$ cat src/rtl/pkg_idle_pkg.sv
package pkg_idle_pkg;
  localparam int unsigned ST_W = 3;
  typedef enum logic [ST_W-1:0] {
    ST_C0  = 3'd0,
    ST_C1  = 3'd1,
    ST_C1E = 3'd2,
    ST_C3  = 3'd3,
    ST_C6  = 3'd4
  } idle_st_e;
endpackage

$ cat src/rtl/pkg_idle_norm.sv
module pkg_idle_norm
  import pkg_idle_pkg::*;
(
  input  logic            en_i,
  input  logic            promote_i,
  input  logic [ST_W-1:0] req_i,
  output logic            vote_o,
  output logic [ST_W-1:0] st_o
);
  always_comb begin
    vote_o = en_i;
    unique case (req_i)
      3'd0:    st_o = ST_C0;
      3'd1:    st_o = promote_i ? ST_C1E : ST_C1;
      3'd2:    st_o = ST_C1E;
      3'd3:    st_o = ST_C3;
      3'd4:    st_o = ST_C6;
      default: st_o = ST_C0; // illegal codes wake the package
    endcase
  end
endmodule

$ cat src/rtl/pkg_idle_reduce.sv
module pkg_idle_reduce
  import pkg_idle_pkg::*;
#(
  parameter int unsigned N_CORES = 4
) (
  input  logic [N_CORES-1:0]           vote_i,
  input  logic [N_CORES-1:0][ST_W-1:0] st_i,
  output logic                         any_vote_o,
  output logic                         all_c1e_o,
  output logic [ST_W-1:0]              min_st_o
);
  logic [N_CORES:0][ST_W-1:0] min_c;
  logic [N_CORES:0]           any_c;
  logic [N_CORES:0]           all_c;

  assign min_c[0] = ST_C6;
  assign any_c[0] = 1'b0;
  assign all_c[0] = 1'b1;

  for (genvar i = 0; i < N_CORES; i++) begin : g_chain
    assign min_c[i+1] = (vote_i[i] && (st_i[i] < min_c[i])) ? st_i[i] : min_c[i];
    assign any_c[i+1] = any_c[i] | vote_i[i];
    assign all_c[i+1] = all_c[i] & (!vote_i[i] || (st_i[i] == ST_C1E));
  end

  assign any_vote_o = any_c[N_CORES];
  assign all_c1e_o  = any_c[N_CORES] & all_c[N_CORES];
  assign min_st_o   = any_c[N_CORES] ? min_c[N_CORES] : ST_C0;
endmodule

$ cat src/rtl/pkg_idle_resolver.sv
module pkg_idle_resolver
  import pkg_idle_pkg::*;
#(
  parameter int unsigned N_CORES = 4
) (
  input  logic                    clk_i,
  input  logic                    rst_ni,
  input  logic                    cfg_c1_promote_i,
  input  logic [N_CORES-1:0]      core_en_i,
  input  logic [N_CORES*ST_W-1:0] core_req_i,
  output logic [ST_W-1:0]         pkg_state_o,
  output logic                    min_vf_req_o
);
  logic [N_CORES-1:0]           vote;
  logic [N_CORES-1:0][ST_W-1:0] norm_st;
  logic                         any_vote;
  logic                         all_c1e;
  logic [ST_W-1:0]              min_st;
  logic [ST_W-1:0]              state_q;
  logic                         vf_q;

  for (genvar k = 0; k < N_CORES; k++) begin : g_core
    pkg_idle_norm u_norm (
      .en_i      (core_en_i[k]),
      .promote_i (cfg_c1_promote_i),
      .req_i     (core_req_i[k*ST_W +: ST_W]),
      .vote_o    (vote[k]),
      .st_o      (norm_st[k])
    );
  end

  pkg_idle_reduce #(.N_CORES(N_CORES)) u_reduce (
    .vote_i     (vote),
    .st_i       (norm_st),
    .any_vote_o (any_vote),
    .all_c1e_o  (all_c1e),
    .min_st_o   (min_st)
  );

  always_ff @(posedge clk_i or negedge rst_ni) begin
    if (!rst_ni) begin
      state_q <= ST_C0;
      vf_q    <= 1'b0;
    end else begin
      state_q <= min_st;
      vf_q    <= any_vote & all_c1e;
    end
  end

  assign pkg_state_o  = state_q;
  assign min_vf_req_o = vf_q;

  // checker state: independent wake detection straight from the ports
  logic past_vld_q;
  logic any_wake_in;

  always_ff @(posedge clk_i or negedge rst_ni) begin
    if (!rst_ni) past_vld_q <= 1'b0;
    else         past_vld_q <= 1'b1;
  end

  always_comb begin
    any_wake_in = 1'b0;
    for (int k = 0; k < N_CORES; k++) begin
      if (core_en_i[k] && (core_req_i[k*ST_W +: ST_W] == 3'd0 ||
                           core_req_i[k*ST_W +: ST_W] > 3'd4))
        any_wake_in = 1'b1;
    end
  end


  legal_state_chk: assert property (@(posedge clk_i) disable iff (!rst_ni)
    pkg_state_o <= ST_C6);


  vf_state_chk: assert property (@(posedge clk_i) disable iff (!rst_ni)
    min_vf_req_o |-> pkg_state_o == ST_C1E);


  empty_chk: assert property (@(posedge clk_i) disable iff (!rst_ni)
    past_vld_q && $past(core_en_i) == '0 |-> pkg_state_o == ST_C0 && !min_vf_req_o);


  zero_wins_chk: assert property (@(posedge clk_i) disable iff (!rst_ni)
    past_vld_q && $past(any_wake_in) |-> pkg_state_o == ST_C0);


  wake_drop_chk: assert property (@(posedge clk_i) disable iff (!rst_ni)
    past_vld_q && $past(any_wake_in) |-> !min_vf_req_o);
endmodule

$ cat config.mk
export PLATFORM = sky130hd
export DESIGN_NAME = pkg_idle_resolver
export DESIGN_NICKNAME = d
export VERILOG_FILES = /design/src/rtl/pkg_idle_pkg.sv /design/src/rtl/pkg_idle_norm.sv /design/src/rtl/pkg_idle_reduce.sv /design/src/rtl/pkg_idle_resolver.sv
export SDC_FILE = /design/constraint.sdc
export NUM_CORES = 1
export LEC_CHECK = 0
export ABC_CLOCK_PERIOD_IN_PS = 1300
export BUFFER_PORTS_ARGS = -buffer_cell sky130_fd_sc_hd__buf_2
export CAP_MARGIN = 0
export CORE_ASPECT_RATIO = 0.8
export CORE_MARGIN = 2
export CORE_UTILIZATION = 35
export CTS_CLUSTER_DIAMETER = 150
export DETAILED_ROUTE_END_ITERATION = 12
export PLACE_DENSITY_LB_ADDON = 0.08
export SLEW_MARGIN = 20
export SYNTH_ARGS = -nofsm -noshare
export SYNTH_HDL_FRONTEND = slang
export SYNTH_SLANG_ARGS = --single-unit
$ cat constraint.sdc
create_clock -name clk_i -period 1.3 [get_ports clk_i]
set_clock_uncertainty 0.15 [all_clocks]
set_input_delay 0.065 -clock clk_i [delete_from_list [all_inputs] [get_ports clk_i]]
set_output_delay 0.065 -clock clk_i [all_outputs]
set_load 0.02 [all_outputs]
==> impl_metrics.env, run 1 <==
export IMPL_outcome="complete, but fails checks"
export IMPL_violations_in_the_final_reports="negative setup slack"
export IMPL_final_period_minus_worst_setup_slack_ps=3530
export IMPL_post_route_period_util_pct=271
export IMPL_starting_density_pct=37.2
export IMPL_synth_largest_area_cell="sky130_fd_sc_hd__dfrtp_1"
export IMPL_placement_rows=14
export IMPL_most_used_dff_post_synth="sky130_fd_sc_hd__dfrtp_1"
export IMPL_wire_length_of_the_first_global_routing_pass_mm=3.76
export IMPL_critical_path_peak_fanout=5
export IMPL_routed_via_count=876
export IMPL_rsz0062_at_grt="yes"
export IMPL_timing_worst_slew_pin_value_ps=452
export IMPL_num_nets_final=177
export IMPL_port_buffers=22
export IMPL_wirelength_mm=2.34
export IMPL_numCtsBuffers=3
export IMPL_power_ir_vdd_worst_mv=0.546
export IMPL_synth_seq_cells=4
export IMPL_fp_dieW_um=53.9
export IMPL_cp_arrival_ps=3530
export IMPL_synth_nets=110
export IMPL_floorplan_io_pins=23
export IMPL_final_fill_count=145
export IMPL_global_route_total_overflow=0
export IMPL_syn_instance_count=85
export IMPL_yosys_cell_count_top_type="sky130_fd_sc_hd__nor2_1"
export IMPL_wl_per_cell_um=13.5
export IMPL_std_cell_core_area_um2=1870
export IMPL_grt_use_total_pct=22.2
export IMPL_cts_buffer_depth=2
export IMPL_synth_common_cells="sky130_fd_sc_hd__nor2_1 (11), sky130_fd_sc_hd__a21oi_1 (7), sky130_fd_sc_hd__inv_1 (7), sky130_fd_sc_hd__nand2_1 (7), sky130_fd_sc_hd__o21ai_0 (7)"
export IMPL_fin_hold_ws_ps=2.84
export IMPL_timing_worst_setup_path_type="input port to flop"
export IMPL_worstSetupStartpointType="input port"
export IMPL_diodes=0
export IMPL_synth_sequential_area_ratio_pct=14.3
export IMPL_first_global_vias=874
export IMPL_cts_root_buf="sky130_fd_sc_hd__clkbuf_4"
export IMPL_max_slew_margin_rel_pct=69.6
export IMPL_design_die_area_um2=2370
export IMPL_synth_cell_types=34
export IMPL_mean_post_synth_cell_area_um2=8.21
export IMPL_worst_setup_hold_path_clk_slew_ps=40
export IMPL_report_final_hold_viol_count=0
export IMPL_timing_final_ws_setup_ps=-2230
export IMPL_grt_most_used_layer="met2"
export IMPL_tritoncts_clock_tree="built"
export IMPL_cap_viol_max_count=0
export IMPL_dp_final_hpwl_mm=1.73
export IMPL_violation_count_after_the_first_detailed_routing_iteration=12
export IMPL_timing_critical_path_to_type="flop"
export IMPL_power_static_leakage_nw=0.649
export IMPL_htree_num_levels=1
export IMPL_layout_core_utilization_pct=71.4
export IMPL_timing_hold_worst_class="input port to async pin"
export IMPL_synth_edf_count=0
export IMPL_global_route_usage_met1_pct=27.1
export IMPL_worstSetupStartpoint="core_req_i[1]"
export IMPL_slew_viol_final=0
export IMPL_grt_met3_usage_pct=1.72
export IMPL_portion_of_synthesized_cell_area_occupied_by_the_leading_cell_type_pct=14.3
export IMPL_post_route_cells_drive_above_1_share_pct=67.3
export IMPL_asyncSetResetFlopFracSynth_pct=100
export IMPL_maximum_number_of_pins_on_one_net_before_global_route_repair=6
export IMPL_globalplace_congestion=0.809
export IMPL_via_per_inst=5.03
export IMPL_crit_end="pkg_state_o[0]$_DFF_PN0_"
export IMPL_finalSetupViolations=3
export IMPL_design_power_total_w=0.000924
export IMPL_ys_top_cells_by_area="sky130_fd_sc_hd__dfrtp_1 (14%), sky130_fd_sc_hd__ha_1 (11%), sky130_fd_sc_hd__nor2_1 (5.9%), sky130_fd_sc_hd__a21oi_1 (5.0%), sky130_fd_sc_hd__o21ai_0 (5.0%)"
export IMPL_first_pass_iters=4
export IMPL_synth_warnings=0
export IMPL_grt_util_met2_pct=39.0
export IMPL_power_density_nw_per_um2=690
export IMPL_initial_antenna_violation_count=0
export IMPL_placement_setup_worst_slack_ps=-2540
export IMPL_die_height_um=43.9
export IMPL_detail_route_antenna_nets=0
export IMPL_clock_sinks=4
export IMPL_mappedNetlistArea_um2=698
export IMPL_detail_route_drc_violations=0
export IMPL_critical_path_required_ps=1310
export IMPL_area_growth_syn_to_layout_pct=91.8
export IMPL_fmax_mhz=283
cells in the final DEF (no fill, tap or decap), types with 2 or more instances in the layout:
cell type / synthesis / layout
sky130_fd_sc_hd__nor2_2: 0 / 2
sky130_fd_sc_hd__and2b_2: 0 / 2
sky130_fd_sc_hd__dfrtp_1: 4 / 4
sky130_fd_sc_hd__nor2b_4: 0 / 2
sky130_fd_sc_hd__inv_1: 7 / 7
sky130_fd_sc_hd__o21ai_0: 7 / 5
sky130_fd_sc_hd__mux2_2: 3 / 2
sky130_fd_sc_hd__ha_2: 0 / 2
sky130_fd_sc_hd__buf_2: 0 / 16
sky130_fd_sc_hd__mux2_4: 1 / 2
sky130_fd_sc_hd__clkbuf_4: 0 / 4
sky130_fd_sc_hd__a21oi_1: 7 / 5
sky130_fd_sc_hd__nand2_1: 7 / 5
sky130_fd_sc_hd__nor2_1: 11 / 8
sky130_fd_sc_hd__buf_6: 0 / 4
sky130_fd_sc_hd__nand2b_1: 2 / 2
sky130_fd_sc_hd__o21ai_2: 0 / 2
sky130_fd_sc_hd__buf_4: 1 / 40
sky130_fd_sc_hd__nor2b_1: 4 / 2
sky130_fd_sc_hd__a211oi_2: 1 / 2
sky130_fd_sc_hd__ha_4: 0 / 3
stage by stage:
step           std cells  cell area [um2]  setup TNS [ps]
2_1_floorplan         85              764           -6540
3_3_place_gp         162             1130           -7420
3_5_place_dp         162             1130           -7730
4_1_cts              174             1310           -6540
5_1_grt              174             1340           -7040
6_report             174             1340           -6640
cell families (layout without fill, tap and decap cells):
logic type / count (synthesis) / in the layout / synth area share [%]
simple gates: 36 / 36 / 28.1
compound gates: 23 / 23 / 29.0
buf+inv: 9 / 74 / 5.38
mux: 7 / 7 / 12.4
fa+ha+maj: 6 / 6 / 10.8
flops: 4 / 4 / 14.3
critical path, cell delays in order:
cell	delay (ps)
sky130_fd_sc_hd__buf_6	100
sky130_fd_sc_hd__nor2_1	150
sky130_fd_sc_hd__a21boi_2	90
sky130_fd_sc_hd__ha_2	340
sky130_fd_sc_hd__nand2_1	70
sky130_fd_sc_hd__o311a_4	130
sky130_fd_sc_hd__a22o_4	250
sky130_fd_sc_hd__mux2i_4	200
sky130_fd_sc_hd__ha_4	160
sky130_fd_sc_hd__and2b_2	230
sky130_fd_sc_hd__o311ai_4	100
sky130_fd_sc_hd__nor3_2	260
sky130_fd_sc_hd__nor2_4	60
sky130_fd_sc_hd__mux2_4	320
sky130_fd_sc_hd__ha_4	290
sky130_fd_sc_hd__nand2_4	50
sky130_fd_sc_hd__nand4bb_1	180
sky130_fd_sc_hd__o211a_1	150
sky130_fd_sc_hd__o31ai_4	100
sky130_fd_sc_hd__mux2i_1	250
worst min path at each step:
stage,startpoint,endpoint
after floorplan,rst_ni,min_vf_req_o$_DFF_PN0_
after global placement,rst_ni,min_vf_req_o$_DFF_PN0_
after detailed placement,rst_ni,min_vf_req_o$_DFF_PN0_
after CTS,rst_ni,pkg_state_o[0]$_DFF_PN0_
after global routing,rst_ni,pkg_state_o[0]$_DFF_PN0_
final,rst_ni,pkg_state_o[0]$_DFF_PN0_
what timing repair did:
action | in CTS | in global routing
hold endpoints to repair | 4 | 0
pin swaps | 6 | 6
hold buffers | 1 | 0
buffers inserted | 8 | 0
endpoints found under the setup margin | 3 | 4
cloned | 0 | 0
gates resized for setup | 18 | 9
area by class of cell:
type / count / area (um2) / area share [%]
Tap cell: 24 / 30.0 / 2.24
Inverter: 8 / 30.0 / 2.24
Multi-Input combinational cell: 72 / 698 / 52.1
Sequential cell: 4 / 100 / 7.48
Clock buffer: 3 / 22.5 / 1.68
Timing Repair Buffer: 63 / 458 / 34.2
registers in the layout (all words and copies together) (netlist names):
name	count
min_vf_req_o	1
pkg_state_o	3
power breakdown:
group          internal [W]  switching (W)  leakage [nW]
registers          0.000150     0.00000450        0.0510
logic              0.000331       0.000281         0.584
clock network      0.000103      0.0000544        0.0138
metal layers:
layer / share of wire, % / vias to the layer above
met5: 0 / -
met4: 2.9 / 0
met3: 4.4 / 8
met2: 50 / 29
met1: 43 / 398
li1: - / 441
Power figures use the tool's default switching activity.
==> inputs of run 2 (changes only) <==
--- a/config.mk
+++ b/config.mk
@@ -5,6 +5,7 @@
 export SDC_FILE = /design/constraint.sdc
 export NUM_CORES = 1
 export LEC_CHECK = 0
+export ABC_AREA = 1
 export ABC_CLOCK_PERIOD_IN_PS = 1300
 export BUFFER_PORTS_ARGS = -buffer_cell sky130_fd_sc_hd__buf_2
 export CAP_MARGIN = 0
==> run 2 against run 1 <==
Net effect:
- critical path type unchanged
- core utilization up 7.5 points
- sequential power up 5%
- power up 17%
- largest power group unchanged
- wire length up 21%
- die area up 1.3%
- largest cell class unchanged
- the flow still finishes with violations (negative setup slack)
- synthesized area up 1.4%
==> impl_metrics.env, run 2 <==
export IMPL_outcome="complete, but fails checks"
export IMPL_violations_in_the_final_reports="negative setup slack"
export IMPL_timing_final_ws_setup_ps=-1680
export IMPL_diodes=0
export IMPL_synth_nets=135
export IMPL_most_frequent_standard_cell_in_the_layout_excluding_fill_and_tap_cells="sky130_fd_sc_hd__buf_4"
export IMPL_numCtsBuffers=3
export IMPL_power_static_leakage_nw=0.797
export IMPL_portion_of_netlist_area_occupied_by_mux_cells_pct=0
export IMPL_grt_use_total_pct=23.9
export IMPL_mappedNetlistArea_um2=708
export IMPL_asyncSetResetFlopFracSynth_pct=100
export IMPL_yosys_cell_count_top_type="sky130_fd_sc_hd__inv_1"
export IMPL_synth_edf_count=0
export IMPL_ys_top_cells_by_area="sky130_fd_sc_hd__dfrtp_1 (14%), sky130_fd_sc_hd__inv_1 (12%), sky130_fd_sc_hd__nand2_1 (12%), sky130_fd_sc_hd__ha_1 (11%), sky130_fd_sc_hd__nand2_4 (8.0%)"
export IMPL_power_ir_vdd_worst_mv=0.700
export IMPL_final_period_minus_worst_setup_slack_ps=2980
export IMPL_rsz0062_at_grt="yes"
export IMPL_max_slew_margin_rel_pct=67.0
export IMPL_wire_length_of_the_first_global_routing_pass_mm=4.18
export IMPL_initial_antenna_violation_count=0
export IMPL_worstSetupStartpointType="input port"
export IMPL_post_route_cells_drive_above_1_share_pct=61.5
export IMPL_synth_sequential_area_ratio_pct=14.1
export IMPL_mean_post_synth_cell_area_um2=6.44
export IMPL_synth_seq_cells=4
export IMPL_floorplan_io_pins=23
export IMPL_timing_hold_worst_class="input port to async pin"
export IMPL_timing_worst_setup_path_type="input port to flop"
export IMPL_design_power_total_w=0.00108
export IMPL_design_die_area_um2=2400
export IMPL_global_route_total_overflow=0
export IMPL_std_cell_core_area_um2=1890
export IMPL_critical_path_required_ps=1250
export IMPL_fp_dieW_um=54.3
export IMPL_syn_instance_count=110
export IMPL_placement_setup_worst_slack_ps=-1940
export IMPL_timing_critical_path_to_type="flop"
export IMPL_port_buffers=22
export IMPL_cp_arrival_ps=2930
export IMPL_critical_path_peak_fanout=5
export IMPL_stdcell_area_um2=1490
export IMPL_globalplace_congestion=0.822
export IMPL_tritoncts_clock_tree="built"
export IMPL_synth_compound_area_share_pct=19.4
export IMPL_dp_final_hpwl_mm=1.89
export IMPL_detail_route_antenna_nets=0
export IMPL_area_growth_syn_to_layout_pct=111
export IMPL_synth_warnings=0
export IMPL_violation_count_after_the_first_detailed_routing_iteration=15
export IMPL_starting_density_pct=37.4
export IMPL_clock_power_share_pct=14.2
export IMPL_timing_worst_slew_pin_value_ps=491
export IMPL_cap_viol_max_count=0
export IMPL_num_nets_final=214
export IMPL_via_per_inst=5.01
export IMPL_most_used_dff_post_synth="sky130_fd_sc_hd__dfrtp_1"
export IMPL_layout_common_cells="sky130_fd_sc_hd__buf_4 (50), sky130_fd_sc_hd__nand2_1 (17), sky130_fd_sc_hd__inv_1 (17), sky130_fd_sc_hd__buf_2 (16)"
export IMPL_placedInstanceArea_um2=1200
export IMPL_wirelength_mm=2.83
export IMPL_p_int_w=0.000629
export IMPL_routed_via_count=1058
export IMPL_htree_num_levels=1
export IMPL_clock_sinks=4
export IMPL_finalSetupTns_ps=-5000
export IMPL_synth_common_cells="sky130_fd_sc_hd__inv_1 (23), sky130_fd_sc_hd__nand2_1 (22), sky130_fd_sc_hd__nor2_1 (8)"
export IMPL_worst_setup_hold_path_clk_slew_ps=40
export IMPL_synthSimpleGateAreaFrac_pct=42.6
export IMPL_synth_cell_types=24
export IMPL_switchingPower_w=0.000450
export IMPL_post_route_period_util_pct=229
export IMPL_placement_rows=14
export IMPL_cts_root_buf="sky130_fd_sc_hd__clkbuf_4"
export IMPL_wl_per_cell_um=13.4
export IMPL_die_height_um=44.2
export IMPL_first_global_vias=999
export IMPL_report_final_hold_viol_count=0
export IMPL_flip_flop_count_of_the_largest_register_after_layout=3
export IMPL_registers_top_by_ff_count="pkg_state_o"
export IMPL_power_share_switching_pct=41.7
export IMPL_comb_power_share_pct=70.9
export IMPL_yosys_area_share_adder_pct=10.6
export IMPL_power_sequential_fraction_pct=14.9
export IMPL_portion_of_synthesized_cell_area_occupied_by_the_leading_cell_type_pct=14.1
export IMPL_first_pass_iters=4
export IMPL_finish_cell_count_without_fillers=211
export IMPL_synth_largest_area_cell="sky130_fd_sc_hd__dfrtp_1"
export IMPL_maximum_number_of_pins_on_one_net_before_global_route_repair=6
export IMPL_finalSetupViolations=3
export IMPL_slew_viol_final=0
export IMPL_place_detailed_instances=190
export IMPL_cts_buffer_depth=2
export IMPL_synth_top_family_by_area="simple AND/OR/NAND/NOR gates"
export IMPL_synth_xor_xnor_area_share_pct=0
export IMPL_power_density_nw_per_um2=722
export IMPL_fmax_mhz=336
export IMPL_detail_route_drc_violations=0
## run 2: cell types whose count changed after synthesis, sizes merged, moves of 4 or more
cell and delta:
nand2 +23, inv +17, nand3 +10, a21oi -5
mux2 -4, nor2b -4, o21ai -4
## run 2: cell families (layout without fill, tap and decap cells)
| group | Yosys count | after routing |
|---|---|---|
| simple gates | 56 | 56 |
| compound gates | 19 | 19 |
| flops | 4 | 4 |
| fa+ha+maj | 6 | 6 |
| buf+inv | 25 | 102 |
## run 2: layout make-up
class | count | area [um2]
multi-input cells | 81 | 684
repair buffers | 74 | 556
fillers | 121 | 398
inverters | 25 | 101
flip-flops and latches | 4 | 100
well taps | 24 | 30.0
clock buffers | 3 | 22.5
## run 2: power by group through the flow
stage / clock [W] / combinational [W] / sequential, W
finish: 0.000153 / 0.000765 / 0.000161
global route: 0.000158 / 0.000830 / 0.000164
CTS: 0.000149 / 0.000692 / 0.000161
detailed placement: 0 / 0.000617 / 0.000163
global placement: 0 / 0.000601 / 0.000161
floorplan: 0 / 0.000338 / 0.000202
## run 2: repair_timing
action                                  in CTS  in global routing
pin swaps                                    6                 12
endpoints found under the setup margin       3                  3
hold endpoints to repair                     5                  0
gates resized for setup                     17                 12
hold buffers                                 2                  0
buffers inserted                            12                  4
## run 2: worst paths after layout
check	startpoint	endpoint	slack [ps]	depth (start not counted)
setup / recovery	cfg_c1_promote_i	pkg_state_o[2]$_DFF_PN0_	-1680	21
hold / removal	rst_ni	min_vf_req_o$_DFF_PN0_	10	2
max in group asynchronous	rst_ni	pkg_state_o[2]$_DFF_PN0_	850	2
min in group clk_i	core_en_i[1]	min_vf_req_o$_DFF_PN0_	110	4
## run 2: worst max-delay path, stage by stage
cell and delay [ps]:
sky130_fd_sc_hd__buf_4 100, sky130_fd_sc_hd__inv_4 50, sky130_fd_sc_hd__a211oi_4 300, sky130_fd_sc_hd__ha_4 250, sky130_fd_sc_hd__nand2_2 80, sky130_fd_sc_hd__inv_2 40, sky130_fd_sc_hd__nand2_2 90, sky130_fd_sc_hd__nand2_4 70
sky130_fd_sc_hd__nand2_2 70, sky130_fd_sc_hd__o21a_1 160, sky130_fd_sc_hd__inv_2 50, sky130_fd_sc_hd__ha_4 220, sky130_fd_sc_hd__a211oi_4 290, sky130_fd_sc_hd__nand2_4 110, sky130_fd_sc_hd__o21ai_4 140, sky130_fd_sc_hd__inv_2 60
sky130_fd_sc_hd__ha_4 220, sky130_fd_sc_hd__a211oi_4 320, sky130_fd_sc_hd__nand3_1 120, sky130_fd_sc_hd__nand2_1 70, sky130_fd_sc_hd__nor2_1 40
## run 2: routing by layer
layer | vias up | share of wire, % | global-route usage, % | wire [um]
li1 | 524 | - | - | -
met1 | 498 | 42 | 27.8 | 1200
met2 | 32 | 53 | 46.7 | 1510
met3 | 4 | 3.4 | 2.36 | 96
met4 | 0 | 0.95 | 4.00 | 27
met5 | - | 0 | 0 | 0
## run 2: per-stage QoR
stage,utilization (%),hold WS (ps)
2_1_floorplan,-,-381
6_report,79.0,14.1
3_5_place_dp,63.7,-277
4_1_cts,74.4,18.6
5_1_grt,79.0,42.3
3_3_place_gp,63.7,-281
==> inputs of run 3 (changes only) <==
--- a/config.mk
+++ b/config.mk
@@ -18,4 +18,5 @@
 export SLEW_MARGIN = 20
 export SYNTH_ARGS = -nofsm -noshare
 export SYNTH_HDL_FRONTEND = slang
+export SYNTH_HIERARCHICAL = 1
 export SYNTH_SLANG_ARGS = --single-unit
==> run 3 against run 2 <==
Net effect:
- the flow still finishes with violations (negative setup slack)
- sequential share of layout area increased by 1.5 points
- hold slack about the same
- setup slack got worse by 48 ps
- final cell count decreased by 6.6%
- die area increased by 2.7%
- synthesized area increased by 3.0%
- highest routed layer is now met3
==> impl_metrics.env, run 3 <==
export IMPL_registers_top_by_ff_count="pkg_state_o"
export IMPL_routed_via_count=878
export IMPL_timing_worst_setup_path_type="input port to flop"
export IMPL_outcome="complete, but fails checks"
export IMPL_htree_num_levels=1
export IMPL_worstSetupStartpointType="input port"
export IMPL_critical_path_peak_fanout=5
export IMPL_flip_flop_count_of_the_largest_register_after_layout=3
export IMPL_wirelength_mm=1.90
export IMPL_fmax_mhz=330
export IMPL_placedInstanceArea_um2=1080
export IMPL_cp_arrival_ps=3000
export IMPL_timing_critical_path_to_type="flop"
export IMPL_detail_route_antenna_nets=0
export IMPL_port_buffers=22
export IMPL_timing_hold_worst_class="input port to async pin"
export IMPL_global_route_total_overflow=0
export IMPL_synth_sequential_area_ratio_pct=13.7
export IMPL_detail_route_drc_violations=0
export IMPL_wire_length_of_the_first_global_routing_pass_mm=2.99
export IMPL_starting_density_pct=37.9
export IMPL_tritoncts_clock_tree="built"
export IMPL_numCtsBuffers=3
export IMPL_diodes=0
export IMPL_worst_setup_hold_path_clk_slew_ps=40
export IMPL_cap_viol_max_count=0
export IMPL_report_final_hold_viol_count=0
export IMPL_fin_hold_ws_ps=13.8
export IMPL_first_global_vias=761
export IMPL_num_nets_final=200
export IMPL_std_cell_core_area_um2=1930
export IMPL_finalSetupViolations=3
export IMPL_cts_root_buf="sky130_fd_sc_hd__clkbuf_4"
export IMPL_critical_path_required_ps=1270
export IMPL_stdcell_area_um2=1220
export IMPL_violations_in_the_final_reports="negative setup slack"
export IMPL_placement_rows=14
export IMPL_maximum_number_of_pins_on_one_net_before_global_route_repair=6
export IMPL_violation_count_after_the_first_detailed_routing_iteration=14
export IMPL_synth_common_cells="sky130_fd_sc_hd__nand2_1 (26), sky130_fd_sc_hd__inv_1 (25), sky130_fd_sc_hd__nor2_1 (9)"
export IMPL_timing_final_ws_setup_ps=-1730
export IMPL_die_height_um=44.8
export IMPL_power_static_leakage_nw=0.684
export IMPL_max_slew_margin_rel_pct=80.3
export IMPL_most_used_dff_post_synth="sky130_fd_sc_hd__dfrtp_1"
export IMPL_post_route_cells_drive_above_1_share_pct=50.9
export IMPL_syn_instance_count=119
export IMPL_design_power_total_w=0.000947
export IMPL_finalSetupTns_ps=-5170
export IMPL_mean_post_synth_cell_area_um2=6.13
export IMPL_via_per_inst=4.46
export IMPL_grt_use_total_pct=16.4
export IMPL_rsz0062_at_grt="yes"
export IMPL_synth_largest_area_cell="sky130_fd_sc_hd__dfrtp_1"
export IMPL_final_period_minus_worst_setup_slack_ps=3030
export IMPL_layout_common_cells="sky130_fd_sc_hd__buf_4 (32), sky130_fd_sc_hd__nand2_1 (25), sky130_fd_sc_hd__inv_1 (22), sky130_fd_sc_hd__buf_2 (20), sky130_fd_sc_hd__nor2_1 (8)"
export IMPL_synth_cell_types=21
export IMPL_crit_end="pkg_state_o[2]$_DFF_PN0_"
export IMPL_dp_final_hpwl_mm=1.52
export IMPL_fp_dieW_um=55.0
export IMPL_synth_warnings=6
export IMPL_slew_viol_final=0
export IMPL_post_route_period_util_pct=233
export IMPL_clock_sinks=4
export IMPL_first_pass_iters=4
export IMPL_initial_antenna_violation_count=0
export IMPL_globalplace_congestion=0.820
export IMPL_final_fill_count=185
export IMPL_worstSetupStartpoint="core_req_i[2]"
export IMPL_portion_of_synthesized_cell_area_occupied_by_the_leading_cell_type_pct=13.7
export IMPL_wl_per_cell_um=9.63
export IMPL_timing_worst_slew_pin_value_ps=295
export IMPL_yosys_cell_count_top_type="sky130_fd_sc_hd__nand2_1"
export IMPL_design_die_area_um2=2470
export IMPL_power_ir_vdd_worst_mv=0.503
export IMPL_cts_buffer_depth=2
export IMPL_synth_nets=144
export IMPL_synth_seq_cells=4
export IMPL_mappedNetlistArea_um2=729
export IMPL_synth_edf_count=0
export IMPL_most_frequent_standard_cell_in_the_layout_excluding_fill_and_tap_cells="sky130_fd_sc_hd__buf_4"
export IMPL_asyncSetResetFlopFracSynth_pct=100
export IMPL_ys_top_cells_by_area="sky130_fd_sc_hd__dfrtp_1 (14%), sky130_fd_sc_hd__nand2_1 (13%), sky130_fd_sc_hd__inv_1 (13%), sky130_fd_sc_hd__ha_1 (10%), sky130_fd_sc_hd__a21oi_2 (4.8%)"
export IMPL_floorplan_io_pins=23
export IMPL_power_density_nw_per_um2=774
export IMPL_area_growth_syn_to_layout_pct=67.8
==> run 3: cell types whose count changed after synthesis, sizes merged, moves of 3 or more <==
cell | previous run | this run
o21ai | 3 | 10
buf | 0 | 4
nor3 | 1 | 5
a21oi | 2 | 5
nand2 | 30 | 33
==> run 3: layout make-up <==
cell class	count	area [um2]	area share, %
Timing Repair Buffer	55	373	30.5
Clock buffer	3	22.5	1.84
Tap cell	24	30.0	2.45
Sequential cell	4	100	8.18
Inverter	27	104	8.49
Multi-Input combinational cell	84	594	48.6
==> run 3: worst min-delay path by stage <==
stage	startpoint	endpoint	slack, ps	cells past startpoint
5_1_grt	rst_ni	pkg_state_o[2]$_DFF_PN0_	40	2
3_3_place_gp	rst_ni	min_vf_req_o$_DFF_PN0_	-280	1
3_5_place_dp	rst_ni	min_vf_req_o$_DFF_PN0_	-280	1
4_1_cts	rst_ni	pkg_state_o[1]$_DFF_PN0_	6	2
6_report	rst_ni	pkg_state_o[0]$_DFF_PN0_	10	2
2_1_floorplan	rst_ni	min_vf_req_o$_DFF_PN0_	-380	0
==> run 3: worst max-delay path, stage by stage <==
cell                       delay [ps]
sky130_fd_sc_hd__buf_6             80
sky130_fd_sc_hd__inv_4             30
sky130_fd_sc_hd__nor3_4           200
sky130_fd_sc_hd__nor2_2            70
sky130_fd_sc_hd__ha_1             300
sky130_fd_sc_hd__nand2_1           70
sky130_fd_sc_hd__nor3b_4          230
sky130_fd_sc_hd__nand2_2          120
sky130_fd_sc_hd__nand2_1           70
sky130_fd_sc_hd__o21a_1           160
sky130_fd_sc_hd__inv_2             60
sky130_fd_sc_hd__ha_4             220
sky130_fd_sc_hd__a211oi_4         250
sky130_fd_sc_hd__nand2_4          110
sky130_fd_sc_hd__o21ai_4          150
sky130_fd_sc_hd__inv_2             60
sky130_fd_sc_hd__ha_4             220
sky130_fd_sc_hd__a211oi_4         300
sky130_fd_sc_hd__nand3_1          110
sky130_fd_sc_hd__nand2_1           70
sky130_fd_sc_hd__nor2_1            40
==> run 3: cell families (layout without fill, tap and decap cells) <==
family,Yosys count,in the layout,synth area share (%)
AOI/OAI and AO/OA,19,19,16.5
adders and majority gates,6,6,10.3
buffers and inverters,31,85,18.0
DFF,4,4,13.7
and+or+nand+nor,59,59,41.5
==> run 3: where the power goes <==
part	switching, W	total (W)	internal, W
registers	0.00000510	0.000159	0.000154
clock network	0.0000502	0.000153	0.000103
logic	0.000335	0.000634	0.000299
==> run 3: through the flow <==
stage	std cells	utilization (%)	setup slack (ps)
2_1_floorplan	119	-	-1600
3_3_place_gp	184	56.2	-1960
3_5_place_dp	184	56.2	-2010
4_1_cts	195	61.9	-1710
5_1_grt	197	63.5	-1910
6_report	197	63.5	-1730
==> run 3: timing repair <==
item	in CTS	in global routing
resized for setup	7	5
setup buffers	7	2
pin swaps	9	5
setup endpoints to repair	3	4
hold endpoints to repair	4	0
hold buffers	1	0
==> run 3: routing by layer <==
layer	vias to the layer above	routed length, um	global-route usage (%)
met5	-	0	0
met4	0	0	5.85
met3	0	96	0.993
met2	24	856	26.0
met1	372	945	23.5
li1	482	-	-
